`src/rtl/row_interp8_pkg.sv`:
```
package row_interp8_pkg;
  typedef struct packed {
    logic coefLd;   // latch new weights
    logic shiftEn;  // advance the pixel window
    logic capture;  // register a filtered result
  } interp_ctl_t;
endpackage

```
`src/rtl/row_interp8_ctrl.sv`:
```
module row_interp8_ctrl
  import row_interp8_pkg::*;
#(
  parameter int TAPS      = 8,
  parameter int STEP_W    = 5,
  parameter int UNIT_STEP = 16
) (
  input  logic              clk,
  input  logic              rstN,
  input  logic              coefLoad,
  input  logic [STEP_W-1:0] stepIn,
  input  logic              inValid,
  input  logic              inLast,
  input  logic              outReady,
  output logic              stepErr,
  output logic              inReady,
  output logic              outValid,
  output logic              outLast,
  output interp_ctl_t       ctl
);
  localparam int CNT_W = $clog2(TAPS);
  localparam logic [CNT_W-1:0] PRIMED = CNT_W'(TAPS - 1);

  logic [CNT_W-1:0] primeCnt;
  logic aValid, aLast, errQ, oValid, oLast;
  logic advOut, advWin, inAccept;

  assign advOut   = !oValid || outReady;
  assign advWin   = !aValid || advOut;
  assign inAccept = inValid && advWin;

  always_ff @(posedge clk or negedge rstN) begin
    if (!rstN) begin
      primeCnt <= '0;
      aValid   <= 1'b0;
      aLast    <= 1'b0;
      errQ     <= 1'b0;
      oValid   <= 1'b0;
      oLast    <= 1'b0;
    end else begin
      if (coefLoad) errQ <= (stepIn != STEP_W'(UNIT_STEP));
      if (inAccept) begin
        if (inLast)                primeCnt <= '0;
        else if (primeCnt != PRIMED) primeCnt <= primeCnt + 1'b1;
      end
      if (advWin) begin
        aValid <= inAccept && (primeCnt == PRIMED) && !errQ;
        aLast  <= inLast;
      end
      if (advOut) begin
        oValid <= aValid;
        oLast  <= aLast;
      end
    end
  end

  assign stepErr     = errQ;
  assign inReady     = advWin;
  assign outValid    = oValid;
  assign outLast     = oLast;
  assign ctl.coefLd  = coefLoad;
  assign ctl.shiftEn = inAccept;
  assign ctl.capture = advOut && aValid;

  AST_ERR_SET: assert property (@(posedge clk) disable iff (!rstN)
    coefLoad && (stepIn != STEP_W'(UNIT_STEP)) |=> stepErr);
  AST_ERR_MUTE: assert property (@(posedge clk) disable iff (!rstN)
    stepErr && inValid && inReady |=> !aValid);
  AST_COEF_IDLE: assert property (@(posedge clk) disable iff (!rstN)
    coefLoad |-> primeCnt == '0);
  AST_BACKPRESSURE: assert property (@(posedge clk) disable iff (!rstN)
    aValid && outValid && !outReady |-> !inReady);
  AST_SHORT_ROW: assert property (@(posedge clk) disable iff (!rstN)
    inValid && inReady && inLast && (primeCnt != PRIMED) |=> !aValid);
endmodule

```
`src/rtl/row_interp8_dp.sv`:
```
module row_interp8_dp
  import row_interp8_pkg::*;
#(
  parameter int TAPS   = 8,
  parameter int PIX_W  = 8,
  parameter int COEF_W = 16,
  parameter int SHIFT  = 7
) (
  input  logic                     clk,
  input  logic                     rstN,
  input  interp_ctl_t              ctl,
  input  logic [TAPS*COEF_W-1:0]   coefIn,
  input  logic [PIX_W-1:0]         inPix,
  output logic [PIX_W-1:0]         outPix
);
  localparam int PROD_W = PIX_W + 1 + COEF_W;
  localparam int ACC_W  = PROD_W + $clog2(TAPS);
  localparam logic signed [ACC_W-1:0] ROUND = ACC_W'(1) <<< (SHIFT - 1);
  localparam logic signed [ACC_W-1:0] MAX_S = ACC_W'((1 << PIX_W) - 1);

  logic        [PIX_W-1:0]  win  [TAPS];
  logic signed [COEF_W-1:0] coef [TAPS];
  logic signed [PROD_W-1:0] prod [TAPS];
  logic signed [ACC_W-1:0]  acc, scaled;
  logic        [PIX_W-1:0]  clipped;

  always_ff @(posedge clk or negedge rstN) begin
    if (!rstN) begin
      for (int i = 0; i < TAPS; i++) begin
        win[i]  <= '0;
        coef[i] <= '0;
      end
    end else begin
      if (ctl.coefLd)
        for (int i = 0; i < TAPS; i++) coef[i] <= coefIn[i*COEF_W +: COEF_W];
      if (ctl.shiftEn) begin
        for (int i = 0; i < TAPS - 1; i++) win[i] <= win[i+1];
        win[TAPS-1] <= inPix;
      end
    end
  end

  for (genvar k = 0; k < TAPS; k++) begin : g_tap
    assign prod[k] = PROD_W'($signed({1'b0, win[k]})) * PROD_W'(coef[k]);
  end

  always_comb begin
    acc = ROUND;
    for (int k = 0; k < TAPS; k++) acc = acc + ACC_W'(prod[k]);
    scaled = acc >>> SHIFT;
    if (scaled < 0)          clipped = '0;
    else if (scaled > MAX_S) clipped = '1;
    else                     clipped = scaled[PIX_W-1:0];
  end

  always_ff @(posedge clk or negedge rstN) begin
    if (!rstN)            outPix <= '0;
    else if (ctl.capture) outPix <= clipped;
  end
endmodule

```
`src/rtl/row_interp8.sv`:
```
module row_interp8
  import row_interp8_pkg::*;
#(
  parameter int TAPS      = 8,
  parameter int PIX_W     = 8,
  parameter int COEF_W    = 16,
  parameter int SHIFT     = 7,
  parameter int STEP_W    = 5,
  parameter int UNIT_STEP = 16
) (
  input  logic                   clk,
  input  logic                   rstN,
  input  logic                   coefLoad,
  input  logic [TAPS*COEF_W-1:0] coefIn,
  input  logic [STEP_W-1:0]      stepIn,
  output logic                   stepErr,
  input  logic                   inValid,
  output logic                   inReady,
  input  logic [PIX_W-1:0]       inPix,
  input  logic                   inLast,
  output logic                   outValid,
  input  logic                   outReady,
  output logic [PIX_W-1:0]       outPix,
  output logic                   outLast
);
  interp_ctl_t ctl;

  row_interp8_ctrl #(.TAPS(TAPS), .STEP_W(STEP_W), .UNIT_STEP(UNIT_STEP)) u_ctrl (
    .clk(clk), .rstN(rstN), .coefLoad(coefLoad), .stepIn(stepIn),
    .inValid(inValid), .inLast(inLast), .outReady(outReady),
    .stepErr(stepErr), .inReady(inReady), .outValid(outValid),
    .outLast(outLast), .ctl(ctl)
  );

  row_interp8_dp #(.TAPS(TAPS), .PIX_W(PIX_W), .COEF_W(COEF_W), .SHIFT(SHIFT)) u_dp (
    .clk(clk), .rstN(rstN), .ctl(ctl), .coefIn(coefIn),
    .inPix(inPix), .outPix(outPix)
  );

  AST_OUT_STABLE: assert property (@(posedge clk) disable iff (!rstN)
    outValid && !outReady |=> outValid && $stable(outPix) && $stable(outLast));
endmodule

```
`config.mk`:
```
export PLATFORM = sky130hd
export DESIGN_NAME = row_interp8
export DESIGN_NICKNAME = d
export VERILOG_FILES = /design/src/rtl/row_interp8_pkg.sv /design/src/rtl/row_interp8_ctrl.sv /design/src/rtl/row_interp8_dp.sv /design/src/rtl/row_interp8.sv
export SDC_FILE = /design/constraint.sdc
export NUM_CORES = 2
export LEC_CHECK = 0
export BUFFER_PORTS_ARGS = -buffer_cell sky130_fd_sc_hd__buf_2
export CORE_ASPECT_RATIO = 1.25
export CORE_MARGIN = 8
export CORE_UTILIZATION = 55
export CTS_BUF_LIST = sky130_fd_sc_hd__clkbuf_16
export DETAILED_ROUTE_END_ITERATION = 12
export PLACE_DENSITY = 0.72
export RECOVER_POWER = 50
export SLEW_MARGIN = 40
export SYNTH_ARGS = -nofsm -noshare
export SYNTH_HDL_FRONTEND = slang
export SYNTH_SLANG_ARGS = --single-unit
```
`constraint.sdc`:
```
create_clock -name clk -period 21.9 [get_ports clk]
set_clock_uncertainty 0.15 [all_clocks]
set_input_delay 6.57 -clock clk [delete_from_list [all_inputs] [get_ports clk]]
set_output_delay 6.57 -clock clk [all_outputs]
set_load 0.02 [all_outputs]
```
==> flow_summary_export.csv <==
group,metric,value,unit
worst_hold_path,hold_class,"flip-flop to flip-flop",
worst_setup_path,crit_slowest_cell,"nand3b_1",
grt,grt_max_degree,74,
yosys,synthArstFlopShare,100,%
finish,area_growth_syn_to_layout,5.53,%
route,antenna_left,0,
finish,fillers,7323,
grt,first_global_vias,35000,
clocking,clock_latency,0.62,ns
sta,slew_violations,227,
clocking,cts_buffer_depth,3,
sta,fmax,0.0725,GHz
floorplanning,core_area,0.0853,mm2
floorplanning,io_pins,159,
finish,fin_util,58.2,%
worst_setup_path,max_stage_delay,0.20,ns
worst_setup_path,worstPathArrival,7.07,ns
grt,antenna_found_initial,3,
clocking,post_cts_buffers,0,
yosys,synthCells,4655,
floorplanning,fp.dieW,278,um
grt,grt_overflow,0,
clocking,cts_buffers,28,
sta,fin_crit_sh,63.0,%
clocking,cts_tree,"done",
route,first_pass_iters,7,
worst_setup_path,end_kind,"output port",
floorplanning,die-area,0.0952,mm2
yosys,syn_avg_cell_area,10.1,um2
route,drc,0,
place,dpl.hpwl,95.4,mm
job,cap_violations,4,
yosys,synth-seq-cells,208,
sta,max_slew_margin,-182,%
worst_setup_path,cpMostUsedCell,"buf_2",
worst_setup_path,cp_cell_sequence,"buf_2 > nand3b_1 > buf_2",
finish,drive_above_1_share,8.89,%
clocking,clk_pin_slew,0.06,ns
yosys,yosysSeqAreaShare,11.1,%
yosys,syn_area,0.0470,mm2
route,drt-total-wl,109,mm
floorplanning,std_cell_rows,120,
sta,worst_pin_slew,4.23,ns
sta,hold_ws,0.350,ns
worst_setup_path,cp_data_required_time,15.18,ns
yosys,synth.distinct_cells,64,
worst_setup_path,cp-start-kind,"input pin",
yosys,yosysWarnings,0,
worst_setup_path,path_class,"input pin to output port",
sta,setup_viol,0,
clocking,root_buffer,"clkbuf_16",
status,status,"finished with violations",
clocking,clock-sinks,208,
grt,grt_pass1_wl,183,mm
yosys,synthesis.nets,6275,
clocking,cts_hold_buf,0,
sta,tns,0,ns
sta,finalHoldViolCount,0,
finish,final_nets,6316,
route,wire_per_inst,18.7,um
floorplanning,start_util,55.2,%
route,avgViaCountPerCell,5.26,
sta,min_period,13.79,ns
route,drtIter0Drc,1390,
yosys,synth_edf_count,0,
yosys,ys.flop_type,"dfrtp_1",
grt,grt_usage,24.3,%
clocking,postCtsResizedCells,0,
place,io_buffers,158,
worst_setup_path,critPathMaxFanout,4,
route,vias,30600,
floorplanning,fp.dieH,343,um
clocking,cts_max_level,1,
place,place_congestion,0.917,
status,violations,"max-capacitance violations, max-slew violations",
sta,rsz0062_at_grt,"no",
-- flip-flops by register name, indices dropped and copies added, names as in the netlist --
register	count
u_ctrl.aLast	1
u_ctrl.aValid	1
u_ctrl.outLast	1
u_ctrl.outValid	1
u_ctrl.primeCnt	3
u_ctrl.stepErr	1
u_dp.coef	128
u_dp.outPix	8
u_dp.win	64
-- critical path: cells and delay by family --
kind,cells,cell delay (ns)
and+or+nand+nor,1,0.20
buffers and inverters,2,0.30
-- Yosys cell counts, types with 2 or more instances --
master,instances,area share (%)
inv_1,1276,10
fa_1,1136,48
and2_1,546,7.3
nand2_1,512,4.1
ha_1,337,9.0
dfrtp_1,208,11
mux2_2,194,4.6
clkbuf_1,139,1.1
a21oi_1,43,0.46
xnor2_1,37,0.69
o21ai_0,23,0.24
nor2_1,19,0.15
nand3_1,17,0.18
a31oi_1,16,0.21
buf_1,15,0.12
nand2b_1,12,0.16
a21o_1,11,0.18
xor2_1,11,0.20
nor3_1,9,0.096
a211oi_1,7,0.11
nor2b_1,6,0.080
o21a_1,6,0.096
nand4_1,4,0.053
nor3b_1,4,0.064
o21bai_1,4,0.064
o31ai_1,4,0.064
or2_2,4,0.053
a41oi_1,3,0.056
nand3b_1,3,0.048
or3_1,3,0.040
a2111o_1,2,0.048
a2111oi_0,2,0.037
a211oi_2,2,0.053
a22oi_1,2,0.032
and3_1,2,0.027
nand4b_1,2,0.037
nor4_1,2,0.027
o211ai_1,2,0.032
o21ai_1,2,0.021
o221ai_1,2,0.037
o22ai_1,2,0.027
o31a_1,2,0.037
-- path summary, 6_finish.rpt --
kind / start / to / depth (start not counted) / slack, ns
worst max-delay path: outReady / inReady / 3 / 8.11
worst min-delay path: u_ctrl.outLast / u_ctrl.outLast / 1 / 0.35
worst max register to register: u_dp.win[51] / u_dp.outPix[2] / 33 / 10.39
worst min register to register: u_ctrl.outLast / u_ctrl.outLast / 1 / 0.35
max in group asynchronous: rstN / u_dp.coef[88] / 3 / 8.40
min in group asynchronous: rstN / u_dp.coef[80] / 1 / 6.49
-- metrics by stage --
stage / area (um2) / setup slack, ns / std cells
after global routing: 49600 / 6.87 / 5813
after global placement: 48700 / 8.05 / 5762
after CTS: 49700 / 8.04 / 5812
after detailed placement: 48700 / 8.04 / 5763
after floorplan: 47000 / 8.31 / 4655
final: 49600 / 8.11 / 5816
-- kinds of logic (layout without fill, tap and decap cells) --
family	after synthesis	after routing	share of synthesized area [%]
other	0	3	0
AND/OR/NAND/NOR	1151	1151	12.5
XOR/XNOR	48	48	0.894
multiplexers	196	196	4.71
buffers and inverters	1431	1491	11.4
adder cells (fa/ha/maj)	1473	1473	57.3
AO/OA/AOI/OAI	148	148	2.09
flip-flops	208	208	11.1
-- routing by layer --
metal	vias to the layer above	GRT usage [%]	part of all wire, %
li1	13500	-	-
met1	16200	31.1	40
met2	721	43.2	51
met3	191	2.35	4.4
met4	2	8.71	4.0
met5	-	0	0.012
-- cell usage in the layout (no fill, tap or decap), drive strengths merged, types with 5 or more instances in the layout --
| cell | netlist | layout |
|---|---|---|
| inv | 1276 | 1280 |
| fa | 1136 | 1136 |
| and2 | 547 | 547 |
| nand2 | 512 | 512 |
| ha | 337 | 337 |
| dfrtp | 208 | 208 |
| mux2 | 194 | 194 |
| buf | 16 | 162 |
| a21oi | 44 | 44 |
| xnor2 | 37 | 37 |
| clkbuf | 139 | 32 |
| o21ai | 26 | 26 |
| nor2 | 19 | 19 |
| nand3 | 17 | 17 |
| a31oi | 16 | 16 |
| nand2b | 12 | 12 |
| a21o | 11 | 11 |
| xor2 | 11 | 11 |
| nor3 | 9 | 9 |
| a211oi | 9 | 9 |
| clkinv | 0 | 9 |
| o21a | 6 | 6 |
| nor2b | 6 | 6 |
| or2 | 5 | 5 |
| o31ai | 5 | 5 |
-- final cells by class --
type,instances,area (um2),share of cell area (%)
repair buffers,166,861,1.73
clock buffers,28,701,1.41
well taps,1098,1370,2.77
multi-input cells,3016,36500,73.5
inverters,1276,4790,9.65
diodes,3,7.51,0.0151
flip-flops and latches,208,5210,10.5
clock inverters,21,221,0.446
Power is not shown: default switching activity piles up to over one toggle a cycle in this logic, so the estimate is an artifact.
